==> src/rtl/page_commit_pkg.sv <==
package page_commit_pkg;

    localparam int DATA_W = 8;

    typedef struct packed {
        logic              vld;
        logic [DATA_W-1:0] dat;
    } slot_t;

    typedef enum logic [1:0] {
        EV_NONE,
        EV_DISCARD,
        EV_COMMIT
    } stop_act_e;

    function automatic stop_act_e stop_action(input logic stop, input logic start,
                                              input logic busy, input logic pending,
                                              input logic wp);
        if (busy)
            return EV_NONE;
        if (start)
            return EV_DISCARD;
        if (stop && wp)
            return EV_DISCARD;
        if (stop && pending)
            return EV_COMMIT;
        return EV_NONE;
    endfunction

endpackage

==> src/rtl/page_buf.sv <==
module page_buf
    import page_commit_pkg::*;
#(
    parameter int PAGE_BYTES = 64,
    localparam int OFF_W = $clog2(PAGE_BYTES)
) (
    input  logic              clk,
    input  logic              rst,
    input  logic              wr_en,
    input  logic [OFF_W-1:0]  wr_off,
    input  logic [DATA_W-1:0] wr_dat,
    input  logic              clr,
    input  logic [OFF_W-1:0]  rd_off,
    output slot_t             rd_slot,
    output logic              any_vld
);

    slot_t slots [PAGE_BYTES];

    always_ff @(posedge clk) begin
        if (rst || clr) begin
            for (int i = 0; i < PAGE_BYTES; i++)
                slots[i] <= '0;
        end else if (wr_en) begin
            slots[wr_off] <= '{vld: 1'b1, dat: wr_dat};
        end
    end

    always_comb begin
        any_vld = 1'b0;
        for (int i = 0; i < PAGE_BYTES; i++)
            any_vld = any_vld | slots[i].vld;
    end

    assign rd_slot = slots[rd_off];

    // a clear leaves nothing pending in the next cycle
    assert_empty_after_clr_R8: assert property (@(posedge clk) disable iff (rst)
        $past(clr) |-> !any_vld);

endmodule

==> src/rtl/commit_seq.sv <==
module commit_seq #(
    parameter int PAGE_BYTES   = 64,
    parameter int WRITE_CYCLES = 500000,
    localparam int OFF_W = $clog2(PAGE_BYTES),
    localparam int TMR_W = $clog2(WRITE_CYCLES + 1)
) (
    input  logic             clk,
    input  logic             rst,
    input  logic             go,
    output logic             busy,
    output logic             done,
    output logic             scan_act,
    output logic [OFF_W-1:0] scan_off
);

    logic [TMR_W-1:0] tmr;
    logic             last;

    assign last     = busy && (tmr == TMR_W'(WRITE_CYCLES - 1));
    assign done     = last;
    assign scan_act = busy && (tmr < TMR_W'(PAGE_BYTES));
    assign scan_off = tmr[OFF_W-1:0];

    always_ff @(posedge clk) begin
        if (rst) begin
            busy <= 1'b0;
            tmr  <= '0;
        end else if (go && !busy) begin
            busy <= 1'b1;
            tmr  <= '0;
        end else if (busy) begin
            busy <= !last;
            tmr  <= last ? '0 : tmr + 1'b1;
        end
    end

    // the busy window ends only after the full count
    assert_busy_len_R2: assert property (@(posedge clk) disable iff (rst)
        $fell(busy) |-> ($past(tmr) == TMR_W'(WRITE_CYCLES - 1)));

    // a new commit request never lands on a running commit
    assert_go_idle_R3: assert property (@(posedge clk) disable iff (rst)
        go |-> !busy);

endmodule

==> src/rtl/page_commit_ctrl.sv <==
module page_commit_ctrl
    import page_commit_pkg::*;
#(
    parameter int PAGE_BYTES   = 64,
    parameter int ROW_W        = 9,
    parameter int WRITE_CYCLES = 500000,
    localparam int OFF_W = $clog2(PAGE_BYTES)
) (
    input  logic              clk,
    input  logic              rst,
    input  logic              wp_i,
    input  logic              start_evt_i,
    input  logic              stop_evt_i,
    input  logic              addr_hit_i,
    output logic              addr_ack_o,
    input  logic              byte_vld_i,
    input  logic [OFF_W-1:0]  byte_off_i,
    input  logic [DATA_W-1:0] byte_dat_i,
    input  logic [ROW_W-1:0]  byte_row_i,
    output logic              busy_o,
    output logic              arr_we_o,
    output logic [ROW_W-1:0]  arr_row_o,
    output logic [OFF_W-1:0]  arr_off_o,
    output logic [DATA_W-1:0] arr_dat_o
);

    logic             busy, done, scan_act, pending, take, go, clr;
    logic [OFF_W-1:0] scan_off;
    logic [ROW_W-1:0] row_q;
    slot_t            rd_slot;
    stop_act_e        act;

    assign take = byte_vld_i && !busy;
    assign act  = stop_action(stop_evt_i, start_evt_i, busy, pending, wp_i);
    assign go   = (act == EV_COMMIT);
    assign clr  = done || (act == EV_DISCARD);

    always_ff @(posedge clk) begin
        if (rst)
            row_q <= '0;
        else if (take)
            row_q <= byte_row_i;
    end

    page_buf #(.PAGE_BYTES(PAGE_BYTES)) u_buf (
        .clk     (clk),
        .rst     (rst),
        .wr_en   (take),
        .wr_off  (byte_off_i),
        .wr_dat  (byte_dat_i),
        .clr     (clr),
        .rd_off  (scan_off),
        .rd_slot (rd_slot),
        .any_vld (pending)
    );

    commit_seq #(.PAGE_BYTES(PAGE_BYTES), .WRITE_CYCLES(WRITE_CYCLES)) u_seq (
        .clk      (clk),
        .rst      (rst),
        .go       (go),
        .busy     (busy),
        .done     (done),
        .scan_act (scan_act),
        .scan_off (scan_off)
    );

    assign busy_o     = busy;
    assign addr_ack_o = addr_hit_i && !busy;
    assign arr_we_o   = scan_act && rd_slot.vld && !wp_i;
    assign arr_row_o  = row_q;
    assign arr_off_o  = scan_off;
    assign arr_dat_o  = rd_slot.dat;

    // a commit begins only right after a STOP
    assert_rise_on_stop_R1: assert property (@(posedge clk) disable iff (rst)
        $rose(busy_o) |-> $past(stop_evt_i));

    // a protected STOP never starts a commit
    assert_no_commit_wp_R5: assert property (@(posedge clk) disable iff (rst)
        $rose(busy_o) |-> !$past(wp_i));

    // the target row is frozen for the whole commit
    assert_row_stable_R6: assert property (@(posedge clk) disable iff (rst)
        (busy_o && $past(busy_o)) |-> $stable(arr_row_o));

    // array strobes stay inside the busy window
    assert_we_in_busy_R6: assert property (@(posedge clk) disable iff (rst)
        arr_we_o |-> busy_o);

endmodule

==> config.mk <==
export PLATFORM = sky130hd
export DESIGN_NAME = page_commit_ctrl
export DESIGN_NICKNAME = d
export VERILOG_FILES = /design/src/rtl/page_commit_pkg.sv /design/src/rtl/page_buf.sv /design/src/rtl/commit_seq.sv /design/src/rtl/page_commit_ctrl.sv
export SDC_FILE = /design/constraint.sdc
export NUM_CORES = 1
export LEC_CHECK = 0
export BUFFER_PORTS_ARGS = -buffer_cell sky130_fd_sc_hd__buf_2
export CAP_MARGIN = 10
export CORE_MARGIN = 1.5
export CORE_UTILIZATION = 45
export DETAILED_ROUTE_END_ITERATION = 8
export SLEW_MARGIN = 20
export SYNTH_ARGS = -nofsm -noshare
export SYNTH_HDL_FRONTEND = slang
export SYNTH_HIERARCHICAL = 1
export SYNTH_SLANG_ARGS = --single-unit
==> constraint.sdc <==
create_clock -name clk -period 6.2 [get_ports clk]
set_clock_uncertainty 0.15 [all_clocks]
set_input_delay 0.62 -clock clk [delete_from_list [all_inputs] [get_ports clk]]
set_output_delay 0.62 -clock clk [all_outputs]
set_load 0.01 [all_outputs]
==> run_results.csv, run 1 <==
group,metric,value,unit
outcome,status,"finished clean",
global_routing,grt-busiest-layer,"met2",
global_routing,groute.layer.met2.usage,36.2,%
critical_path,cpLargestDelayFamily,"buffers and inverters",
timing,hold_violations,0,
die,core.rowCount,90,
die,coreArea,60700,um^2
power,finalPower,8.60,mW
clock_network,cts_root_buf,"clkbuf_16",
timing,fmax,207,MHz
clock_network,clockBufferDepth,3,
synthesis,synth-compound-area-share,5.44,%
routing,drc,0,
critical_path,rr_worst_depth,9,
critical_path,cp_num_cells,9,
min_path,min_path_cells,3,
synthesis,syn_inst,1954,
synthesis,ys.flop_type,"edfxtp_1",
power,switchingPower,1.85,mW
synthesis,synth.distinct_cells,62,
die,die_h,252,um
synthesis,synthSimpleGateAreaFrac,16.5,%
global_routing,track_usage,23.0,%
clock_network,cts.htree.levels,2,
clock_network,cts_setup_buffers,0,
final_layout,final_layout_size_suffix_gt1_share,18.8,%
synthesis,synth_seq_cells,605,
power,p_comb_share,4.4,%
global_routing,met3_usage,3.20,%
timing,report.final.slew_viol_count,0,
power,p_leak,11.8,nW
critical_path,crit_fanout,112,
global_routing,grt_max_degree,113,
die,die_area,63300,um^2
clock_network,cts_made_buffers,61,
placement,dp_hpwl,45.3,mm
die,die_x,252,um
critical_path,path_buf_inv,3,
die,initial_core_util,45.8,%
clock_network,clk_pin_slew,0.06,ns
clock_network,cts.sinks,605,
synthesis,syn_area,27800,um^2
final_layout,nNetsFinal,2001,
global_routing,antenna_found_initial,0,
routing,routed-via-count,16400,
global_routing,grtUsageMet1,33.8,%
placement,gp_congestion,0.855,
synthesis,yosys_warnings,6,
routing,ant_nets,0,
synthesis,ys_seq_area_share,62.0,%
power,pwr-share-clk,41.7,%
critical_path,cp_cell_sequence,"buf_12, buf_4, mux4_2, a22o_1, a31oi_1, o311ai_1, nand2_1, nor2_1, buf_2",
routing,wire_per_inst,25.8,um
clock_network,cts_tree,"yes",
timing,timing.final.ws_setup,1.37,ns
timing,final.setup.tns,0,ns
synthesis,synth_top_family_by_area,"simple AND/OR/NAND/NOR gates",
timing,finalCritPeriodShare,77.9,%
global_routing,grt_pass1_vias,15900,
critical_path,start_kind,"register",
clock_network,cts_resized,0,
synthesis,synth.area.mux_share,12.6,%
clock_network,insertion_delay,0.63,ns
clock_network,postCtsHoldBufs,0,
placement,place_ws,1.58,ns
synthesis,syn_area_per_cell,14.2,um^2
min_path,hold_class,"in -> reg",
critical_path,cpPeakStageDelay,0.77,ns
routing,drt-pass1-iter-count,5,
routing,routed_via_density,5.86,
timing,period_needed,4.83,ns
synthesis,ys_async_sr_fraction,0,%
critical_path,required,5.43,ns
synthesis,synthAdderAreaFrac,0.0450,%
placement,portBuffers,55,
run,drv_cap,0,
timing,worstMarginPinSlew,1.11,ns
timing,slew_headroom,25.4,%
critical_path,worstPathArrival,4.06,ns
timing,fin_hold_ws,0.123,ns
synthesis,synth_xor_area_share,0.504,%
power,p_seq_share,53.8,%
timing,rsz0062_at_grt,"false",
routing,wl,72.3,mm
power,sw_frac_of_total,21.5,%
global_routing,overflow,0,
synthesis,syn_nets,1985,
global_routing,grt_pass1_wl,108,mm
critical_path,path_class,"reg -> out",
critical_path,worst_path_max_delay_cell,"o311ai_1",
routing,drt-initial-drc-count,1674,
critical_path,worstSetupEndpointType,"output port",
final_layout,area_growth_syn_to_layout,10.2,%
power,p_int,6.75,mW
die,ios,56,
timing,setup_violations,0,
power,cellPowerDensity,281,nW/um^2
synthesis,synth_edf_count,512,
power,ir_drop,0.000193,V
## worst paths after layout
check / from / to / slack, ns
max: u_seq/tmr[1] / arr_we_o / 1.37
min: byte_row_i[6] / arr_row_o[6] / 0.12
max reg2reg: u_seq/tmr[0] / u_buf/slots[50][6] / 1.58
min reg2reg: arr_row_o[6] / arr_row_o[6] / 0.32
## kinds of logic (layout without fill, tap and decap cells)
logic type | after synthesis | count (layout)
compound gates | 225 | 225
flops | 605 | 605
mux | 177 | 177
other cells | 0 | 1
buf+inv | 161 | 227
xor+xnor | 16 | 16
simple gates | 769 | 769
fa+ha+maj | 1 | 1
## metal layers
metal,wire [um],share of wire (%)
met2,33600,47
met1,32100,44
met3,4840,6.7
met4,1690,2.3
met5,0,0
## registers in the layout (all words and copies together), names as in the netlist
signal,cells
u_buf/slots,576
u_seq/tmr,19
arr_row_o,9
u_seq/busy,1
## Yosys cell counts, types with 11 or more instances
cell type / count / area share (%)
a21o_1: 65 / 1.8
a21oi_1: 12 / 0.22
and2_1: 515 / 12
buf_2: 23 / 0.41
buf_4: 15 / 0.41
buf_6: 12 / 0.49
clkbuf_1: 92 / 1.2
dfxtp_1: 93 / 6.7
edfxtp_1: 512 / 55
mux2_2: 13 / 0.53
mux2i_1: 28 / 1.0
mux4_2: 134 / 11
nand2_1: 38 / 0.51
nand2b_1: 16 / 0.36
nand3_1: 12 / 0.22
nand4_1: 18 / 0.41
nor2_1: 87 / 1.2
nor4_1: 24 / 0.54
o21ai_0: 72 / 1.3
o221ai_1: 11 / 0.35
o22ai_1: 17 / 0.38
xnor2_1: 13 / 0.41
## cell type report
class	instances	area, um^2
Tap cell	782	978
Sequential cell	605	17200
Multi-Input combinational cell	1188	9740
Antenna cell	1	2.50
Timing Repair Buffer	108	693
Inverter	6	22.5
Clock buffer	88	1740
Clock inverter	25	195
Fill cell	5045	30100
## per-stage QoR
step / cells / instance area [um^2] / utilization, %
after floorplan: 1954 / 27800 / -
after global placement: 2689 / 28700 / 47.3
after detailed placement: 2689 / 28700 / 47.3
after CTS: 2802 / 30600 / 50.4
after global routing: 2802 / 30600 / 50.4
final: 2803 / 30600 / 50.5
## power groups by stage
stage	clock network [mW]	registers, mW	logic, mW
after floorplan	0	4.68	0.231
after global placement	0	4.71	0.377
after detailed placement	0	4.72	0.383
after CTS	3.66	4.63	0.384
after global routing	3.81	4.64	0.407
final	3.59	4.63	0.382
## worst reg2reg max path: stages (launching register included)
cell	delay [ns]
dfxtp_4	0.51
ha_1	0.34
nand2_1	0.08
or4_1	0.16
nor2_1	0.08
o21bai_1	0.23
nor2_4	0.17
buf_4	0.40
nand4_1	0.91
o21ai_0	1.20
## layout by cell type, fill, tap and decap left out, types with 11 or more instances in the layout
master / netlist / final
and2_1: 515 / 515
edfxtp_1: 512 / 512
o22ai_1: 17 / 17
clkbuf_1: 92 / 16
dfxtp_1: 93 / 90
nor4_1: 24 / 24
a21o_1: 65 / 65
buf_2: 23 / 52
nor2_1: 87 / 86
mux2_2: 13 / 13
clkbuf_8: 0 / 11
xnor2_1: 13 / 13
clkbuf_16: 0 / 61
o21ai_0: 72 / 43
buf_4: 15 / 55
mux4_2: 134 / 134
a21oi_1: 12 / 12
mux2i_1: 28 / 28
clkinv_2: 0 / 15
o21ai_1: 1 / 30
nand2b_1: 16 / 16
nand2_1: 38 / 38
nand3_1: 12 / 12
nand4_1: 18 / 18
o221ai_1: 11 / 11
(Power assumes the default switching activity.)
==> inputs of run 2 (changes only) <==
--- a/config.mk
+++ b/config.mk
@@ -5,6 +5,7 @@
 export SDC_FILE = /design/constraint.sdc
 export NUM_CORES = 1
 export LEC_CHECK = 0
+export ABC_AREA = 1
 export BUFFER_PORTS_ARGS = -buffer_cell sky130_fd_sc_hd__buf_2
 export CAP_MARGIN = 10
 export CORE_MARGIN = 1.5
==> constraint.sdc (replaced) <==
create_clock -name clk -period 4.6 [get_ports clk]
set_clock_uncertainty 0.15 [all_clocks]
set_input_delay 0.46 -clock clk [delete_from_list [all_inputs] [get_ports clk]]
set_output_delay 0.46 -clock clk [all_outputs]
set_load 0.01 [all_outputs]
==> run 2 against run 1 <==
  * Clock power up 56%
  * Worst hold slack lost 0.10 ns
  * Die area down 0.24%
  * Non-clock buffer count down 4
  * Setup slack worse by 0.60 ns
  * Critical path type unchanged
  * Largest cell class unchanged
  * Highest routed layer unchanged
==> run_results.csv, run 2 <==
group,metric,value,unit
routing,drt-pass1-iter-count,7,
die,die_x,251,um
critical_path,worstSetupEndpointType,"output port",
critical_path,crit_fanout,199,
synthesis,syn_inst,3056,
synthesis,synth.distinct_cells,31,
power,p_leak,12.8,nW
timing,final.setup.tns,0,ns
timing,report.final.slew_viol_count,0,
critical_path,start_kind,"register",
clock_network,postCtsHoldBufs,2,
final_layout,layout_commonest_cell,"nand2_1",
synthesis,yosys_warnings,6,
synthesis,synth_top_family_by_area,"simple AND/OR/NAND/NOR gates",
routing,routed_via_density,5.60,
min_path,min_path_cells,5,
synthesis,synth.area.mux_share,0,%
final_layout,finalNonFillerCells,3873,
routing,drc,0,
global_routing,grt_pass1_vias,20800,
synthesis,syn_nets,3087,
clock_network,cts.sinks,605,
synthesis,ys_seq_area_share,62.2,%
power,switchingPower,2.80,mW
power,cellPowerDensity,405,nW/um^2
die,ios,56,
timing,hold_violations,0,
routing,wl,81.0,mm
final_layout,final_layout_size_suffix_gt1_share,10.3,%
synthesis,synth-compound-area-share,0.447,%
critical_path,path_class,"reg -> out",
die,initial_core_util,45.8,%
routing,drt-initial-drc-count,2344,
power,sw_frac_of_total,22.4,%
power,p_int,9.73,mW
synthesis,syn_area,27700,um^2
die,core.rowCount,90,
final_layout,final_cell_mix,"945 x nand2_1, 567 x nor2_1, 512 x edfxtp_1",
global_routing,antenna_found_initial,0,
clock_network,clockBufferDepth,3,
synthesis,synthSimpleGateAreaFrac,33.2,%
timing,finalCritPeriodShare,83.3,%
final_layout,largest_register_ffs,576,
synthesis,synth_top_cell_by_area,"edfxtp_1",
clock_network,cts_tree,"yes",
final_layout,fin_util,51.1,%
outcome,status,"finished clean",
synthesis,synthAdderAreaFrac,0.0451,%
global_routing,track_usage,25.7,%
synthesis,yosysMostFrequentCell,"nand2_1",
synthesis,synth_seq_cells,605,
power,pwr-share-clk,44.7,%
routing,routed-via-count,21700,
final_layout,area_growth_syn_to_layout,11.7,%
placement,portBuffers,55,
timing,period_needed,3.83,ns
global_routing,grt_max_degree,200,
final_layout,final_area,31000,um^2
clock_network,cts.htree.levels,3,
die,die_h,251,um
synthesis,synth_xor_area_share,0.253,%
timing,worstMarginPinSlew,1.08,ns
final_layout,diodes,0,
placement,place_inst,3745,
timing,setup_violations,0,
timing,fin_hold_ws,0.0239,ns
clock_network,cts_resized,0,
timing,rsz0062_at_grt,"false",
synthesis,yosys-top-cells-area,"edfxtp_1 55%, nand2_1 13%, nand3_1 9.2%",
clock_network,insertion_delay,0.62,ns
die,die_area,63100,um^2
run,drv_cap,0,
critical_path,rr_worst_depth,13,
clock_network,cts_setup_buffers,0,
timing,fmax,261,MHz
routing,wire_per_inst,20.9,um
timing,timing.final.ws_setup,0.768,ns
final_layout,largest-register,"u_buf/slots",
power,p_seq_share,50.0,%
synthesis,syn_area_per_cell,9.07,um^2
placement,dp_hpwl,50.0,mm
synthesis,synth_common_cells,"945 x nand2_1, 568 x nor2_1, 512 x edfxtp_1",
global_routing,grt_pass1_wl,123,mm
clock_network,cts_made_buffers,68,
timing,slew_headroom,28.1,%
global_routing,overflow,0,
synthesis,synth_edf_count,512,
routing,ant_nets,0,
placement,place_ws,1.43,ns
synthesis,ys_async_sr_fraction,0,%
power,p_comb_share,5.3,%
critical_path,worstPathArrival,3.22,ns
clock_network,cts_root_buf,"clkbuf_16",
synthesis,synth_top_area_share,55.4,%
final_layout,nNetsFinal,3066,
power,finalPower,12.5,mW
clock_network,clk_pin_slew,0.06,ns
critical_path,required,3.99,ns
synthesis,ys.flop_type,"edfxtp_1",
placement,gp_congestion,0.869,
min_path,hold_class,"in -> reg",
die,coreArea,60600,um^2
power,ir_drop,0.000231,V
placement,post_dp_cell_area,28600,um^2
==> run 2: logic make-up (layout without fill, tap and decap cells) <==
family | after synthesis | in the layout
buf+inv | 267 | 302
xor+xnor | 8 | 8
simple gates | 2151 | 2151
compound gates | 24 | 24
fa+ha+maj | 1 | 1
flops | 605 | 605
==> run 2: path summary, 6_finish.rpt <==
path	endpoint	from	slack [ns]
worst max-delay path	arr_we_o	u_seq/tmr[0]	0.77
worst min-delay path	arr_row_o[2]	byte_row_i[2]	0.02
worst max register to register	u_buf/slots[24][7]	u_seq/tmr[0]	1.40
worst min register to register	u_buf/slots[37][8]	u_buf/slots[37][8]	0.32
==> run 2: metal layers <==
metal / up-vias / GRT usage, % / share of wire, %
met2: 1002 / 41.4 / 47
met3: 197 / 3.78 / 8.1
met5: - / 0 / 0
li1: 10100 / - / -
met4: 0 / 10.5 / 4.0
met1: 10400 / 34.8 / 41
==> run 2: final cells by class <==
cell class	instances	area, um^2
inverters	72	283
well taps	782	978
repair buffers	104	727
fillers	5624	29600
multi-input cells	2184	9410
clock inverters	32	388
clock buffers	94	1930
flip-flops and latches	605	17200
==> run 2: power groups by stage <==
stage	Sequential (mW)	Combinational [mW]	Clock [mW]
final	6.27	0.658	5.60
after floorplan	6.35	0.409	0
after global placement	6.38	0.640	0
after global routing	6.29	0.712	5.88
after detailed placement	6.38	0.650	0
after CTS	6.27	0.653	5.69
==> run 2: worst max-delay path: stages (launching register included) <==
cell and delay, ns:
dfxtp_4 0.43, buf_12 0.57, nand2_1 0.16, nand3_1 0.12, nand3_1 0.08, nand2_1 0.10, nand2_1 0.05, nand3_1 0.13
nand3_1 0.20, nand2_1 0.20, nand2_1 0.07, nor2_1 0.12, buf_2 0.14
